===== src/rtl/bq_pkg.sv =====
package bq_pkg;
  localparam int QW = 5;   // quinary group width
  localparam int BW = 2;   // binary pair width
  localparam int NO = 0;   // pair index for "none" / "+0"
  localparam int YES = 1;  // pair index for "carry" / "+5"

  // strobes handed from the carry-rotation control to the digit datapath
  typedef struct packed {
    logic [QW-1:0] qRot;     // addend A quinary after carry rotation
    logic          wrapFive; // top wire rotated off: contributes a five
    logic          noWrap;   // positive-logic complement of wrapFive
  } rotStrobe_t;
endpackage


===== src/rtl/bq_carry_rot.sv =====
module bq_carry_rot
  import bq_pkg::*;
(
  input  logic [QW-1:0] quiA,
  input  logic [BW-1:0] cin,
  output rotStrobe_t    strobe
);
  always_comb begin
    for (int i = 0; i < QW; i++) begin
      strobe.qRot[i] = (quiA[i] & cin[NO]) | (quiA[(i + QW - 1) % QW] & cin[YES]);
    end
    strobe.wrapFive = quiA[QW-1] & cin[YES];
    strobe.noWrap   = cin[NO] | (cin[YES] & (|quiA[QW-2:0]));
  end

  always_comb begin
    if ($onehot(quiA) && $onehot(cin)) begin

      half_pass_chk: assert (!cin[NO] || strobe.qRot == quiA)
        else $error("rotation altered A with no carry");

      wrap_rot_chk: assert (!strobe.wrapFive || (strobe.qRot[0] && !strobe.noWrap))
        else $error("wrap strobe inconsistent with rotated group");

      rot_onehot_chk: assert ($onehot(strobe.qRot) && (strobe.wrapFive != strobe.noWrap))
        else $error("rotation output not one-hot");
    end
  end
endmodule


===== src/rtl/bq_digit_dp.sv =====
module bq_digit_dp
  import bq_pkg::*;
(
  input  rotStrobe_t    strobe,
  input  logic [QW-1:0] quiB,
  input  logic [BW-1:0] binA,
  input  logic [BW-1:0] binB,
  output logic [QW-1:0] sumQ,
  output logic [BW-1:0] sumB,
  output logic [BW-1:0] cout
);
  logic [1:0] five;  // one-hot: [1] a five comes from the quinary side

  // quinary 5x5 product matrix
  always_comb begin : quiTree
    logic term;
    logic ovr;
    logic noOvr;
    sumQ  = '0;
    ovr   = 1'b0;
    noOvr = 1'b0;
    for (int i = 0; i < QW; i++) begin
      for (int j = 0; j < QW; j++) begin
        term = strobe.qRot[i] & quiB[j];
        sumQ[(i + j) % QW] = sumQ[(i + j) % QW] | term;
        if (i + j >= QW) ovr = ovr | term;
        else             noOvr = noOvr | term;
      end
    end
    five[1] = ovr | strobe.wrapFive;
    five[0] = noOvr & strobe.noWrap;
  end

  // binary 2x2x2 product cube
  always_comb begin : binTree
    logic term;
    sumB = '0;
    cout = '0;
    for (int x = 0; x < BW; x++) begin
      for (int y = 0; y < BW; y++) begin
        for (int z = 0; z < 2; z++) begin
          term = binA[x] & binB[y] & five[z];
          sumB[(x + y + z) % 2] = sumB[(x + y + z) % 2] | term;
          if (x + y + z >= 2) cout[YES] = cout[YES] | term;
          else                cout[NO]  = cout[NO] | term;
        end
      end
    end
  end

  always_comb begin
    if ($onehot(strobe.qRot) && $onehot(quiB)) begin

      sumq_onehot_chk: assert ($onehot(sumQ))
        else $error("sum quinary not one-hot");
      if ($onehot(binA) && $onehot(binB) && (strobe.wrapFive != strobe.noWrap)) begin

        sumb_onehot_chk: assert ($onehot(sumB))
          else $error("sum binary not one-hot");

        cout_onehot_chk: assert ($onehot(cout) && !(cout[YES] && !binA[YES] && !binB[YES]))
          else $error("carry-out malformed");
      end
    end
  end
endmodule


===== src/rtl/bq_adder.sv =====
module bq_adder
  import bq_pkg::*;
#(
  parameter int DIGITS = 2
) (
  input  logic [QW*DIGITS-1:0] addAQui,
  input  logic [BW*DIGITS-1:0] addABin,
  input  logic [QW*DIGITS-1:0] addBQui,
  input  logic [BW*DIGITS-1:0] addBBin,
  input  logic [BW-1:0]        carryIn,
  output logic [QW*DIGITS-1:0] sumQui,
  output logic [BW*DIGITS-1:0] sumBin,
  output logic [BW-1:0]        carryOut
);
  logic [BW-1:0] chainC [0:DIGITS];

  assign chainC[0] = carryIn;

  for (genvar d = 0; d < DIGITS; d++) begin : gDigit
    rotStrobe_t strobe;

    bq_carry_rot uRot (
      .quiA   (addAQui[QW*d +: QW]),
      .cin    (chainC[d]),
      .strobe (strobe)
    );

    bq_digit_dp uDp (
      .strobe (strobe),
      .quiB   (addBQui[QW*d +: QW]),
      .binA   (addABin[BW*d +: BW]),
      .binB   (addBBin[BW*d +: BW]),
      .sumQ   (sumQui[QW*d +: QW]),
      .sumB   (sumBin[BW*d +: BW]),
      .cout   (chainC[d+1])
    );
  end

  assign carryOut = chainC[DIGITS];
endmodule


===== config.mk =====
export PLATFORM = sky130hd
export DESIGN_NAME = bq_adder
export DESIGN_NICKNAME = d
export VERILOG_FILES = /design/src/rtl/bq_pkg.sv /design/src/rtl/bq_carry_rot.sv /design/src/rtl/bq_digit_dp.sv /design/src/rtl/bq_adder.sv
export SDC_FILE = /design/constraint.sdc
export NUM_CORES = 1
export LEC_CHECK = 0
export ABC_AREA = 1
export BUFFER_PORTS_ARGS = -buffer_cell sky130_fd_sc_hd__buf_2
export CAP_MARGIN = 20
export CORE_MARGIN = 2
export CORE_UTILIZATION = 47
export DETAILED_ROUTE_END_ITERATION = 10
export PLACE_DENSITY = 0.92
export SETUP_SLACK_MARGIN = 0.2
export SLEW_MARGIN = 20
export SYNTH_ARGS = -nofsm -noshare
export SYNTH_HDL_FRONTEND = slang
export SYNTH_SLANG_ARGS = --single-unit
export TNS_END_PERCENT = 100

===== constraint.sdc =====
create_clock -name vclk -period 2.4
set_input_delay 0.36 -clock vclk [all_inputs]
set_output_delay 0.36 -clock vclk [all_outputs]
set_load 0.01 [all_outputs]

==> results.yml, run 1 <==
logic_synthesis:
  synthDistinctLibCells: 14
  synth_top_cell_area_share: 0.527
  yosysTopAreaCell: "nand2_1"
  ys_warn_count: 0
  synth_area_leaders: "nand2_1, nand3_1, inv_1"
  synthCells: 179
  synth_commonest_cells: "nand2_1, nand3_1, inv_1"
  synth_most_common_cell: "nand2_1"
  synth_area_um2: 777
  avgSynthCellArea_um2: 4.34
  syn-num-nets: 209
  ys_seq_area_frac: 0
status:
  haltStage: "clock tree synthesis"
  status: "stopped before the end"
  error: "[ERROR DPL-0038] Utilization greater than 100%, impossible to legalize"
die:
  core.rowCount: 14
  ioPinCount: 46
  die_w_um: 44.7
  die_h_um: 44.7
  start_util: 0.510
placed_design:
  dp_hpwl_mm: 2.85
  portBuffers: 46
  finalWeightedCongestion: 0.934
clock_network:
  holdBufCountCts: 0
  cts.repair.resized: 98
  post-cts-setup-buffers: 8
-- cell families after synthesis --
family,count (synthesis),share of synthesized area
AND/OR/NAND/NOR,155,0.855
AO/OA/AOI/OAI,8,0.0676
buffers and inverters,16,0.0773
-- through the flow --
| step | utilization | cells | area, um2 | hold WS, ns | setup slack (ns) |
|---|---|---|---|---|---|
| after global placement | 0.856 | 278 | 1310 | 1.10 | -0.261 |
| after detailed placement | 0.856 | 278 | 1310 | 1.10 | -0.493 |
| after floorplan | - | 179 | 777 | 0.859 | 0.207 |
==> inputs of run 2 (changes only) <==
Settings changed: CORE_AREA set to 2 2 63 65, CORE_MARGIN 2 to unset, CORE_UTILIZATION 47 to unset, DIE_AREA set to 0 0 65 67, PLACE_DENSITY 0.92 to unset, PLACE_DENSITY_LB_ADDON set to 0.15, SETUP_SLACK_MARGIN 0.2 to unset.
==> results.yml, run 2 <==
logic_synthesis:
  synth_top_family_by_area: "simple AND/OR/NAND/NOR gates"
  synth_top_cell_area_share: 0.527
  yosys.area_share.simple: 0.855
  yosysTopAreaCell: "nand2_1"
  synth_compound_area_frac: 0.0676
  synthAdderAreaFrac: 0
  avgSynthCellArea_um2: 4.34
  synth-xor-area-share: 0
  synth_area_leaders: "nand2_1, nand3_1, inv_1"
  ys_seq_area_frac: 0
  ys_warn_count: 0
  synthCells: 179
  synth_commonest_cells: "nand2_1, nand3_1, inv_1"
  synth_area_um2: 777
  synthMuxAreaShare: 0
  syn-num-nets: 209
  synthDistinctLibCells: 14
  synth_most_common_cell: "nand2_1"
finish:
  layout_common_cells: "buf_4, nand2_1, buf_2"
  finalNonFillerCells: 346
  antenna_cells: 0
  fillerInstances: 327
  layout-drive-gt1-share: 0.681
  n_clock_buffer: 0
  post-route-util: 0.579
  fin_nets: 330
  layout_commonest_cell: "buf_4"
  seq_cell_count: 0
  syn_to_final_growth_pct: 169
  register_area_um2: 0
  stdcell_area_um2: 2090
timing:
  setup_viol: 10
  timing.slew.headroom: 0.812
  max_freq_mhz: 362
  hold_viol: 0
  drv_slew: 0
  fin_crit_sh: 1.15
  grt_setup_unrepaired: "yes"
  setup_ws_ns: -0.361
  hold_ws_ns: 1.16
  min_period_ns: 2.76
  tightest_slew_ns: 0.282
die:
  ioPinCount: 46
  start_util: 0.215
  die_h_um: 67
  fp.coreArea_um2: 3610
  core.rowCount: 22
  die_w_um: 65
  die-area_um2: 4360
power_and_ir_drop:
  p_sw_frac: 0.502
  p_clk_frac: 0
  p_int_mw: 0.282
  total_leakage_power_nw: 1.16
  power_density_nw_per_um2: 271
  seqPwrFrac: 0
  peakVddDrop_uv: 107
  p_comb_frac: 1.000
  p_sw_mw: 0.284
setup_path:
  cp_slowest_cell: "nand3b_1"
  cp-start-kind: "input port"
  critical_path_buf_inv_count: 2
  critical_path.max_fanout: 7
  critPathMaxStageDelay_ns: 0.28
  crit_top_cell: "nand2_2"
  worst_ep_required_time_ns: 2.04
  crit_type: "input port to primary output"
  crit_chain: "buf_12, nand2_8, nand2_8, nand2_4, nand3_2, nand3b_1, nand2_2, nand3_4, nand2_2, nand2_4, nand2_2, nand2_2, nor2_2, nand4_1, nand2_1, nand3_1, buf_2"
  critPathArrivalTime_ns: 2.40
  cp-end-kind: "primary output"
  cp_top_family: "simple AND/OR/NAND/NOR gates"
placed_design:
  pre_cts_slack_ns: -0.312
  postPlaceCellArea_um2: 1360
  placed_cells: 312
  dp_hpwl_mm: 2.47
  portBuffers: 46
  finalWeightedCongestion: 0.948
global_route:
  grt_overflow: 0
  grt_pass1_vias: 1519
  grt_max_degree: 8
  track_usage: 0.182
  grt_pass1_wl_mm: 6.50
  antenna_found_initial: 0
status:
  status: "finished with violations"
  violations: "negative setup slack"
route:
  wirelength_mm: 4.09
  num_vias: 1582
  vias_per_cell: 4.57
  ant_nets: 0
  dr.pass1.iters: 4
  wl_per_cell_um: 11.8
  drt_iter0_markers: 62
  drc_errors: 0
run:
  drv_cap: 0
hold_path:
  hold_path_class: "input port to primary output"
run 2: cell counts after synthesis:
No cell type changed its count.
run 2: worst min-delay path, cell delays in order:
cell	delay, ns
buf_2	0.18
nand2_1	0.07
nand4_1	0.07
buf_2	0.12
run 2: power by group through the flow:
| stage | Combinational, mW | Clock (mW) | Sequential, mW |
|---|---|---|---|
| floorplan | 0.177 | 0 | 0 |
| global placement | 0.362 | 0 | 0 |
| detailed placement | 0.357 | 0 | 0 |
| CTS | 0.474 | 0 | 0 |
| global route | 0.616 | 0 | 0 |
| finish | 0.566 | 0 | 0 |
run 2: metal layers:
| layer | share of wire | GRT usage | up-vias |
|---|---|---|---|
| met4 | 0.020 | 0.0346 | 0 |
| met1 | 0.43 | 0.233 | 700 |
| met3 | 0.045 | 0.00845 | 8 |
| met5 | 0 | 0 | - |
| li1 | - | - | 822 |
| met2 | 0.50 | 0.336 | 52 |
run 2: per-stage QoR:
stage	total power [mW]	setup TNS [ns]
6_report	0.566	-2.08
3_5_place_dp	0.357	-1.60
4_1_cts	0.474	-0.821
3_3_place_gp	0.362	-1.75
2_1_floorplan	0.177	0
5_1_grt	0.616	-3.51
run 2: final timing paths:
kind              cells past startpoint        from        end
setup / recovery                     17  carryIn[1]  sumBin[2]
hold / removal                        4  addBQui[3]  sumQui[3]
run 2: area by class of cell:
| class | instances | area [um2] | area share |
|---|---|---|---|
| repair buffers | 119 | 850 | 0.407 |
| multi-input cells | 163 | 1120 | 0.535 |
| well taps | 48 | 60.1 | 0.0288 |
| inverters | 16 | 60.1 | 0.0288 |
run 2: repair_timing:
item,CTS,global route
cloned,0,0
endpoints found under the setup margin,9,10
buffers inserted,30,5
gates resized for setup,74,56
pin swaps,7,11
hold buffers,0,0
run 2: cell families (layout without fill, tap and decap cells):
family | after synthesis | count (layout)
AND/OR/NAND/NOR | 155 | 155
buffers and inverters | 16 | 135
AO/OA/AOI/OAI | 8 | 8
No activity file was read; power rests on OpenSTA's default activity.
